**src/rtl/lpm_pkg.sv**
```systemverilog
package lpm_pkg;

  typedef enum logic [1:0] {
    MODE_STBY = 2'b00,
    MODE_RET  = 2'b01,
    MODE_SPC  = 2'b10,
    MODE_PC   = 2'b11
  } lpm_mode_e;

  localparam int unsigned STATE_W = 4;

  typedef enum logic [STATE_W-1:0] {
    ST_RUN       = 4'd0,
    ST_GATE      = 4'd1,
    ST_CACHE_IN  = 4'd2,
    ST_RET_ON    = 4'd3,
    ST_PM_ENTER  = 4'd4,
    ST_PWR_OFF   = 4'd5,
    ST_WAIT      = 4'd6,
    ST_PWR_ON    = 4'd7,
    ST_PM_EXIT   = 4'd8,
    ST_RET_OFF   = 4'd9,
    ST_CACHE_OUT = 4'd10,
    ST_RDY       = 4'd11,
    ST_RST_REL   = 4'd12
  } lpm_state_e;

  function automatic logic is_settle(lpm_state_e s);
    return (s == ST_RET_ON) || (s == ST_PWR_OFF) || (s == ST_PWR_ON) ||
           (s == ST_RET_OFF) || (s == ST_RST_REL);
  endfunction

endpackage

```
**src/rtl/lpm_settle_timer.sv**
```systemverilog
module lpm_settle_timer #(
  parameter int unsigned CYCLES = 16
) (
  input  logic clk_i,
  input  logic rst_ni,
  input  logic start_i,
  output logic done_o
);
  localparam int unsigned CNT_W = (CYCLES < 2) ? 1 : $clog2(CYCLES);

  logic [CNT_W-1:0] cnt_q;

  always_ff @(posedge clk_i or negedge rst_ni) begin
    if (!rst_ni) begin
      cnt_q <= '0;
    end else if (start_i) begin
      cnt_q <= CNT_W'(CYCLES - 1);
    end else if (cnt_q != '0) begin
      cnt_q <= cnt_q - 1'b1;
    end
  end

  // loaded on the entry edge, so the step lasts exactly CYCLES cycles
  assign done_o = (cnt_q == '0);

endmodule

```
**src/rtl/lpm_pm_handshake.sv**
```systemverilog
module lpm_pm_handshake #(
  parameter int unsigned TMO = 64
) (
  input  logic clk_i,
  input  logic rst_ni,
  input  logic req_i,
  input  logic ack_i,
  output logic done_o,
  output logic tmo_o
);
  localparam int unsigned CNT_W = (TMO < 2) ? 1 : $clog2(TMO);
  localparam logic [CNT_W-1:0] LAST = CNT_W'(TMO - 1);

  logic [CNT_W-1:0] cnt_q;

  always_ff @(posedge clk_i or negedge rst_ni) begin
    if (!rst_ni) begin
      cnt_q <= '0;
    end else if (!req_i) begin
      cnt_q <= '0;
    end else if (cnt_q != LAST) begin
      cnt_q <= cnt_q + 1'b1;
    end
  end

  assign done_o = req_i & ack_i;
  assign tmo_o  = req_i & ~ack_i & (cnt_q == LAST);

endmodule

```
**src/rtl/lpm_mode_reg.sv**
```systemverilog
module lpm_mode_reg
  import lpm_pkg::*;
(
  input  logic      clk_i,
  input  logic      rst_ni,
  input  logic      wr_i,
  input  lpm_mode_e wdata_i,
  input  logic      revert_i,
  output lpm_mode_e mode_o
);
  lpm_mode_e mode_q;

  // a write on the revert edge wins: it programs the next sequence
  always_ff @(posedge clk_i or negedge rst_ni) begin
    if (!rst_ni) begin
      mode_q <= MODE_STBY;
    end else if (wr_i) begin
      mode_q <= wdata_i;
    end else if (revert_i) begin
      mode_q <= MODE_STBY;
    end
  end

  assign mode_o = mode_q;

endmodule

```
**src/rtl/lpm_sequencer.sv**
```systemverilog
module lpm_sequencer
  import lpm_pkg::*;
#(
  parameter int unsigned SETTLE_CYC = 16,
  parameter int unsigned PM_TMO     = 64
) (
  input  logic               clk_i,
  input  logic               rst_ni,
  input  logic               wfi_i,
  input  logic               irq_i,
  input  logic               all_idle_i,
  input  logic               mode_wr_i,
  input  logic [1:0]         mode_i,
  input  logic               cache_ack_i,
  input  logic               sys_ready_i,
  input  logic               pm_ack_i,
  output logic               clk_gate_o,
  output logic               ret_req_o,
  output logic               pwr_en_o,
  output logic               core_rst_o,
  output logic               cache_req_o,
  output logic               pm_req_o,
  output logic               pm_err_o,
  output logic [1:0]         mode_o,
  output logic [1:0]         last_mode_o,
  output logic [STATE_W-1:0] state_o
);

  lpm_state_e state_q, state_d;
  lpm_mode_e  act_q, act_d, last_q, prog_mode;
  logic       cached_q, cached_d;
  logic       off_q, off_d;
  logic       err_q, err_set;
  logic       settle_start, settle_done;
  logic       pm_req, pm_done, pm_tmo;
  logic       seq_end;

  lpm_settle_timer #(.CYCLES(SETTLE_CYC)) u_settle (
    .clk_i   (clk_i),
    .rst_ni  (rst_ni),
    .start_i (settle_start),
    .done_o  (settle_done)
  );

  lpm_pm_handshake #(.TMO(PM_TMO)) u_pm_hs (
    .clk_i  (clk_i),
    .rst_ni (rst_ni),
    .req_i  (pm_req),
    .ack_i  (pm_ack_i),
    .done_o (pm_done),
    .tmo_o  (pm_tmo)
  );

  lpm_mode_reg u_mode (
    .clk_i    (clk_i),
    .rst_ni   (rst_ni),
    .wr_i     (mode_wr_i),
    .wdata_i  (lpm_mode_e'(mode_i)),
    .revert_i (seq_end),
    .mode_o   (prog_mode)
  );

  function automatic lpm_state_e entry_step(lpm_mode_e m);
    unique case (m)
      MODE_STBY: return ST_WAIT;
      MODE_RET:  return ST_RET_ON;
      MODE_SPC:  return ST_PWR_OFF;
      default:   return ST_PM_ENTER;
    endcase
  endfunction

  always_comb begin
    state_d = state_q;
    act_d   = act_q;
    err_set = 1'b0;
    unique case (state_q)
      ST_RUN: begin
        if (wfi_i) begin
          state_d = ST_GATE;
          // collapse needs the whole cluster; otherwise power down alone
          act_d   = (prog_mode == MODE_PC && !all_idle_i) ? MODE_SPC : prog_mode;
        end
      end
      ST_GATE: begin
        if (irq_i)           state_d = ST_RUN;
        else if (all_idle_i) state_d = ST_CACHE_IN;
        else                 state_d = entry_step(act_q);
      end
      ST_CACHE_IN: begin
        if (irq_i)            state_d = ST_CACHE_OUT;
        else if (cache_ack_i) state_d = entry_step(act_q);
      end
      ST_RET_ON: begin
        if (settle_done) state_d = ST_WAIT;
      end
      ST_PM_ENTER: begin
        if (irq_i) begin
          state_d = cached_q ? ST_CACHE_OUT : ST_RUN;
        end else if (pm_done) begin
          state_d = ST_PWR_OFF;
        end else if (pm_tmo) begin
          err_set = 1'b1;
          state_d = cached_q ? ST_CACHE_OUT : ST_RUN;
        end
      end
      ST_PWR_OFF: begin
        if (settle_done) state_d = ST_WAIT;
      end
      ST_WAIT: begin
        if (irq_i) begin
          unique case (act_q)
            MODE_STBY: state_d = cached_q ? ST_CACHE_OUT : ST_RUN;
            MODE_RET:  state_d = ST_RET_OFF;
            default:   state_d = ST_PWR_ON;
          endcase
        end
      end
      ST_PWR_ON: begin
        if (settle_done) begin
          if (act_q == MODE_PC) state_d = ST_PM_EXIT;
          else                  state_d = cached_q ? ST_CACHE_OUT : ST_RDY;
        end
      end
      ST_PM_EXIT: begin
        if (pm_done || pm_tmo) begin
          err_set = pm_tmo;
          state_d = cached_q ? ST_CACHE_OUT : ST_RDY;
        end
      end
      ST_RET_OFF: begin
        if (settle_done) state_d = cached_q ? ST_CACHE_OUT : ST_RUN;
      end
      ST_CACHE_OUT: begin
        if (!cache_ack_i) state_d = off_q ? ST_RDY : ST_RUN;
      end
      ST_RDY: begin
        if (sys_ready_i) state_d = ST_RST_REL;
      end
      ST_RST_REL: begin
        if (settle_done) state_d = ST_RUN;
      end
      default: state_d = ST_RUN;
    endcase
  end

  always_comb begin
    cached_d = cached_q;
    if (state_d == ST_CACHE_IN)                             cached_d = 1'b1;
    else if (state_d == ST_CACHE_OUT || state_d == ST_RUN)  cached_d = 1'b0;
    off_d = off_q;
    if (state_d == ST_PWR_OFF)  off_d = 1'b1;
    else if (state_d == ST_RUN) off_d = 1'b0;
  end

  assign settle_start = (state_d != state_q) && is_settle(state_d);
  assign seq_end      = (state_q != ST_RUN) && (state_d == ST_RUN);
  assign pm_req       = (state_q == ST_PM_ENTER) || (state_q == ST_PM_EXIT);

  always_ff @(posedge clk_i or negedge rst_ni) begin
    if (!rst_ni) begin
      state_q  <= ST_RUN;
      act_q    <= MODE_STBY;
      last_q   <= MODE_STBY;
      cached_q <= 1'b0;
      off_q    <= 1'b0;
      err_q    <= 1'b0;
    end else begin
      state_q  <= state_d;
      act_q    <= act_d;
      cached_q <= cached_d;
      off_q    <= off_d;
      if (err_set) err_q  <= 1'b1;
      if (seq_end) last_q <= act_q;
    end
  end

  assign clk_gate_o  = (state_q != ST_RUN);
  assign ret_req_o   = (act_q == MODE_RET) && (state_q == ST_RET_ON || state_q == ST_WAIT);
  assign pwr_en_o    = !((state_q == ST_PWR_OFF) || (state_q == ST_WAIT && off_q));
  assign core_rst_o  = off_q;
  assign cache_req_o = cached_q;
  assign pm_req_o    = pm_req;
  assign pm_err_o    = err_q;
  assign mode_o      = prog_mode;
  assign last_mode_o = last_q;
  assign state_o     = state_q;

endmodule

```
**config.mk**
```make
export PLATFORM = sky130hd
export DESIGN_NAME = lpm_sequencer
export DESIGN_NICKNAME = d
export VERILOG_FILES = /design/src/rtl/lpm_pkg.sv /design/src/rtl/lpm_settle_timer.sv /design/src/rtl/lpm_pm_handshake.sv /design/src/rtl/lpm_mode_reg.sv /design/src/rtl/lpm_sequencer.sv
export SDC_FILE = /design/constraint.sdc
export NUM_CORES = 1
export LEC_CHECK = 0
export ABC_AREA = 1
export BUFFER_PORTS_ARGS = -buffer_cell sky130_fd_sc_hd__buf_2
export CAP_MARGIN = 0
export CORE_ASPECT_RATIO = 0.5
export CORE_MARGIN = 1
export CORE_UTILIZATION = 57
export DETAILED_ROUTE_END_ITERATION = 10
export PLACE_DENSITY_LB_ADDON = 0.05
export SETUP_SLACK_MARGIN = 0.02
export SYNTH_ARGS = -nofsm -noshare
export SYNTH_HDL_FRONTEND = slang
export SYNTH_SLANG_ARGS = --single-unit
export TNS_END_PERCENT = 5
```
**constraint.sdc**
```tcl
create_clock -name clk_i -period 2.2 [get_ports clk_i]
set_input_delay 0.22 -clock clk_i [delete_from_list [all_inputs] [get_ports clk_i]]
set_output_delay 0.22 -clock clk_i [all_outputs]
set_load 0.005 [all_outputs]
```
* After elaboration in Yosys (flattened, before gate mapping)
Cells that the tools add are included.
** Storage, ports and cells
- ROM bits :: 0
- Word-level logic and storage cells :: 109
- Latch bits :: 0
- Memories :: 0
- Bits of input ports :: 11
- Bits in writable memories :: 0
- Output and inout port bits :: 15
- Flip-flop bits (word level) :: 23
** Cells by class
- Multiply operators :: 0
- Reductions and logical operators :: 28
- Add/subtract/negate cells :: 2
- Equality and inequality tests :: 27
- Magnitude comparators :: 0
- Shift-type cells :: 0
- Multiplexer cells :: 39
- Divide/modulo/power cells :: 0
- Bitwise logic cells :: 4
** Operators by type and width (number)
- $mux W4 :: 18
- $pmux W4 S12 :: 1
- $eq A4 B4 Y1 const B :: 8
- $eq A4 B3 Y1 const B :: 6
- $eq A4 B2 Y1 const B :: 4
- $logic_not A4 Y1 :: 3
- $mux W6 :: 2
- $logic_or A1 B1 Y1 :: 9
- $mux W1 :: 9
- $pmux W3 S3 :: 1
- $mux W2 :: 4
- $pmux W4 S2 :: 1
- $reduce_bool A2 Y1 :: 4
- $reduce_bool A4 Y1 :: 2
- $add A6 B1 Y6 const B :: 1
- $eq A2 B2 Y1 const B :: 3
- $eq A6 B6 Y1 const B :: 1
- $mux W3 :: 2
- $ne A6 B6 Y1 const B :: 1
- $logic_and A1 B1 Y1 :: 5
- $eq A4 B1 Y1 const B :: 1
- $ne A4 B4 Y1 :: 1
- $sub A4 B1 Y4 const B :: 1
- $and A1 B1 Y1 :: 3
- 8 further kinds :: 9

* Depth between registers and ports, before layout
- Depth in word-level cells :: 15
- Depth in mapped cells :: 17
- Depth with buffers taken out :: 17

* Hierarchy
A second synthesis with hierarchy kept.
** Second synthesis, totals
- Cells, all modules :: 323
- Area, all modules :: 2054.5 um^2
** Modules (own cells, without submodules)
- lpm_sequencer :: cells each 241, seq. area each 275.3 um^2, area each 1405.1 um^2, times used 1
- lpm_pm_handshake :: cells each 44, seq. area each 150.1 um^2, area each 354.1 um^2, times used 1
- lpm_settle_timer :: cells each 29, seq. area each 100.1 um^2, area each 216.5 um^2, times used 1
- lpm_mode_reg :: cells each 9, seq. area each 50.0 um^2, area each 78.8 um^2, times used 1

* Worst setup path before layout
Ideal clock, no wire load.
- Kind :: flip-flop to flip-flop
- From :: register u_settle.cnt_q[0]
- To :: register u_settle.cnt_q[1]
- Buffers on the path :: 0
- Clock period less this slack :: 1.885 ns
- Setup slack :: 0.315 ns
- Data required time :: 2.080 ns
- Arrival time :: 1.765 ns
- Library setup time :: 0.120 ns
- Stages on the path, launching flop included :: 16
- Path through :: dfrtp_1 inv_1 ha_1 inv_1 nor2_2 nand2_2 nand4_1 nand4_1 nor2_1 nand2_4 nand2_1 nand2_1 nor2_1 nand2_1 nand2_2 nand2_1
** Between the ends
- Cells in the longest elaborated chain, start to end :: 10
- Elaborated cells on any way between the ends :: 22
- Classes of those cells :: add/sub: 1; eq/ne: 6; mux: 7; reduce/logical: 8
** RTL lines
- start: declaration :: RTL line lpm_settle_timer.sv:11 : logic [CNT_W-1:0] cnt_q;
- start signal: assignment :: RTL line lpm_settle_timer.sv:17 : cnt_q <= CNT_W'(CYCLES - 1);
- start signal: assignment :: RTL line lpm_settle_timer.sv:19 : cnt_q <= cnt_q - 1'b1;
- $logic_not A4 Y1 (*) :: RTL line lpm_settle_timer.sv:24 : assign done_o = (cnt_q == '0);
- $mux W4 (on tied branches)
- $pmux W4 S12 (*) :: RTL line lpm_sequencer.sv:76 : unique case (state_q)
- net state_d[3] :: RTL line lpm_sequencer.sv:29 : lpm_state_e state_q, state_d;
- $eq A4 B2 Y1 / $eq A4 B3 Y1 (equally long branches) :: RTL line lpm_pkg.sv:29 : return (s == ST_RET_ON) || (s == ST_PWR_OFF) || (s == ST_PWR_ON) ||
- $logic_or A1 B1 Y1 (3 in series) :: RTL line lpm_pkg.sv:29
- $logic_or A1 B1 Y1 :: RTL line lpm_pkg.sv:30 : (s == ST_RET_OFF) || (s == ST_RST_REL);
- $logic_and A1 B1 Y1 (*) :: RTL line lpm_sequencer.sv:155 : assign settle_start = (state_d != state_q) && is_settle(state_d);
- $mux W4 / $reduce_bool A2 Y1 (equally long branches)
The timed path passes the listed nets; every way through them passes the cells marked *. The select of a mux whose other input is x is not followed.
A chain may end at the register's enable or synchronous reset.

* Final worst setup path
- From :: register state_q[1], in the netlist state_o[1]
- To :: register u_settle.cnt_q[1]
** Between the ends
- Cells in the longest elaborated chain, start to end :: 15
- Elaborated cells on any way between the ends :: 47
- Classes of those cells :: eq/ne: 18; mux: 16; bitwise: 3; reduce/logical: 10
** RTL lines
- start: declaration :: RTL line lpm_sequencer.sv:29
- start signal: assignment :: RTL line lpm_sequencer.sv:168 : state_q <= state_d;
- $eq A4 B3 Y1 / $eq A4 B4 Y1 (equally long branches) :: RTL line lpm_sequencer.sv:76, lpm_sequencer.sv:157
- $logic_or A1 B1 Y1 :: RTL line lpm_sequencer.sv:157 : assign pm_req = (state_q == ST_PM_ENTER) || (state_q == ST_PM_EXIT);
- $and A1 B1 Y1 (2 in series) :: RTL line lpm_pm_handshake.sv:27 : assign tmo_o = req_i & ~ack_i & (cnt_q == LAST);
- $mux W4 :: RTL line lpm_sequencer.sv:101 : end else if (pm_tmo) begin
- $mux W4 :: RTL line lpm_sequencer.sv:99 : end else if (pm_done) begin
- $mux W4 :: RTL line lpm_sequencer.sv:97 : if (irq_i) begin
- $pmux W4 S12 :: RTL line lpm_sequencer.sv:76
- $eq A4 B2 Y1 / $eq A4 B3 Y1 (equally long branches) :: RTL line lpm_pkg.sv:29
- $logic_or A1 B1 Y1 (3 in series) :: RTL line lpm_pkg.sv:29
- $logic_or A1 B1 Y1 :: RTL line lpm_pkg.sv:30
- $logic_and A1 B1 Y1 (*) :: RTL line lpm_sequencer.sv:155
- $mux W4 / $reduce_bool A2 Y1 (equally long branches)
Mark *: on every way between the ends. The rest lies on a longest branch, timed or not.

==> metrics.txt <==
commonest non-fill, non-tap cell in the layout=nand2_1; Initial Util=0.644; global-route wire length before repair=around 7 mm; actual slew at the worst max-slew pin=0.523 ns; DR vias=approximately 1.9k; cells after synthesis=between 200 and 300; unique cell type count in the Yosys netlist=27; drc violations=0; post-DP HPWL=between 3 and 4 mm; Setup TNS=0 ns; #FFs+latches synth=23; Port Buffers=25; routed len/inst=roughly 14 um; htree depth=1; global route overflow=0; mean number of vias per cell=~5.6; DR top layer=met4; Die Width=81.5 um; CP max FO=7; Die ar.=~0.0034 mm2; ANT nets after route=0; Final GP Congestion=1.10; share of cells above drive strength 1=0.279; Tcrit/Tclk final=0.938; PwrDens=1300 mW/mm2; Lkg Pwr=0.00111 uW; DRT iter0 DRCs=around 240; Antenna diodes=0; Setup crit start kind=flip-flop; worst skew pair latency=about 0.27 ns; CTS Buf Count=3; Inst Count DP=between 300 and 400; number of setup violations in the final report=0; Post-Syn Area=roughly 0.0018 mm2; I/O pins=26; vias in the first global route=1536; HP Class=primary input to flip-flop; max_cap viols=0; initial antenna violation count=0; worst setup path category=flip-flop to flip-flop; Max IR drop VDD=between 0.0007 and 0.0008 V; outcome=completed; CTS tree=done; warnings from Yosys=0; Max clock buf depth=2; final WL=around 5 mm; Setup crit end kind=flip-flop; Nets=between 300 and 400; overall power=2820 uW; Die Ht=approximately 42 um; Clock Skew=slightly above 0.003 ns; syn nets=289; GRT Util Overall=0.281; non-filler cells, final=345; DRT Pass-1 Iters=5; largest net degree at the start of global routing=24; M1 WL=between 2 and 2.5 mm; Slew HR=0.651; Worst Path Arrival=2.23 ns; fmax=just under 500 MHz; Worst Path Required=~2.4 ns; core area=between 0.002 and 0.003 mm2; met3 wire length=396 um; most frequent cells in the layout=nand2_1 (68), inv_1 (30), nand3_1 (30), nor2_1 (27), buf_2 (25); max-slew violations=0; clock root buffer=clkbuf_8; Avg Cell Area, Syn=between 6 and 7 um2; area grow syn2layout=20.3%; routed wl met2=2.24 mm; CTS clk-pin slew, worst paths=around 0.090 ns; final hold vios=0; min Tclk post-route=around 2.1 ns; clk sinks=23; Seq/Total Area, Yosys=0.319; Std-Cell Rows=13
==> registers in the layout, summed over array words and instances, names as in the netlist <==
signal and cells:
u_mode.mode_o 2, pm_err_o 1, state_o 4, cache_req_o 1, act_q 2, core_rst_o 1, last_mode_o 2, u_pm_hs.cnt_q 6
u_settle.cnt_q 4
==> cells by family (layout without fill, tap and decap cells) <==
logic type / after synthesis / count (layout) / share of synthesized area
AND/OR/NAND/NOR: 170 / 171 / 0.453
flip-flops: 23 / 23 / 0.319
buffers and inverters: 40 / 74 / 0.0861
AO/OA/AOI/OAI: 33 / 33 / 0.0972
XOR/XNOR: 2 / 2 / 0.00972
adder cells (fa/ha/maj): 5 / 5 / 0.0347
==> cell usage after synthesis <==
| master | count | share of area |
|---|---|---|
| nand3_2 | 1 | 0.0056 |
| o31ai_1 | 1 | 0.0042 |
| nand2_4 | 4 | 0.025 |
| o211ai_1 | 1 | 0.0042 |
| a31oi_1 | 2 | 0.0069 |
| nand2_1 | 68 | 0.14 |
| dfrtp_1 | 23 | 0.32 |
| ha_1 | 5 | 0.035 |
| and3_1 | 2 | 0.0069 |
| inv_2 | 5 | 0.010 |
| nor2_2 | 7 | 0.024 |
| or2_2 | 2 | 0.0069 |
| buf_4 | 1 | 0.0042 |
| o21ai_0 | 14 | 0.039 |
| o21ai_1 | 7 | 0.019 |
| inv_1 | 33 | 0.069 |
| nor2_1 | 34 | 0.071 |
| nor2_4 | 3 | 0.019 |
| nand3_1 | 31 | 0.086 |
| a21oi_1 | 7 | 0.019 |
| xor2_1 | 2 | 0.0097 |
| a22oi_1 | 1 | 0.0042 |
| nand4_1 | 5 | 0.017 |
| nand3_4 | 1 | 0.0097 |
| nand2_2 | 9 | 0.031 |
| buf_2 | 1 | 0.0028 |
| nor3_1 | 3 | 0.0083 |
==> report_power, final <==
part | switching [uW] | total [uW] | leakage, uW | internal [uW]
logic | 1160 | 1810 | 0.000794 | 651
clock network | 145 | 272 | 0.0000255 | 127
registers | 178 | 742 | 0.000295 | 564
==> worst paths after layout <==
path,from,end,slack [ns],depth (start not counted)
max reg2reg,state_o[1]$_DFF_PN0_,u_settle.cnt_q[1]$_DFFE_PN0P_,0.14,14
min reg2reg,pm_err_o$_DFFE_PN0P_,pm_err_o$_DFFE_PN0P_,0.47,1
min,mode_i[0],u_mode.mode_o[0]$_DFFE_PN0P_,0.15,3
min in group asynchronous,rst_ni,u_settle.cnt_q[2]$_DFFE_PN0P_,0.45,2
max,state_o[1]$_DFF_PN0_,u_settle.cnt_q[1]$_DFFE_PN0P_,0.14,14
max in group asynchronous,rst_ni,state_o[1]$_DFF_PN0_,1.37,2
==> repair_timing <==
action / CTS / global route
hold buffers: 1 / 0
pin swaps: 0 / 6
endpoints found under the hold margin: 23 / 0
buffers inserted: 0 / 5
cloned: 0 / 1
setup endpoints to repair: 8 / 10
gates resized for setup: 2 / 26
==> stage by stage <==
step                      hold WS, ns  cell area, um2  worst slack [ns]   util
after CTS                       0.148            2030            0.0792  0.727
after floorplan               -0.0756            1800             0.315      -
after global placement          0.217            1970            0.0328  0.703
after global routing            0.158            2170           -0.0527  0.775
after detailed placement        0.218            1970           0.00627  0.703
final                           0.149            2170             0.137  0.775
==> cell type report <==
type | instances | area, um2
clock inverter | 1 | 5.00
timing repair buffer | 32 | 180
sequential | 23 | 578
tap | 37 | 46.3
fill | 227 | 631
inverter | 38 | 143
clock buffer | 3 | 41.3
multi-input combinational | 211 | 1170
==> metal layers <==
metal	vias up	track usage
met3	2	0.0703
met4	0	0.0214
met5	-	0
li1	955	-
met2	84	0.430
met1	892	0.409
==> worst max-delay path, cell delays in order, from the launching register on <==
cell	delay (ns)
dfrtp_2	0.50
inv_2	0.12
nor2_1	0.28
nand2_1	0.13
nor2_1	0.10
nor2_1	0.05
nand4_1	0.13
nor2_2	0.08
buf_4	0.14
nand3_1	0.07
nand2_1	0.05
nor2_1	0.08
nand2_1	0.07
nand2_2	0.09
nand2_1	0.06
Power figures use the tool's default switching activity.
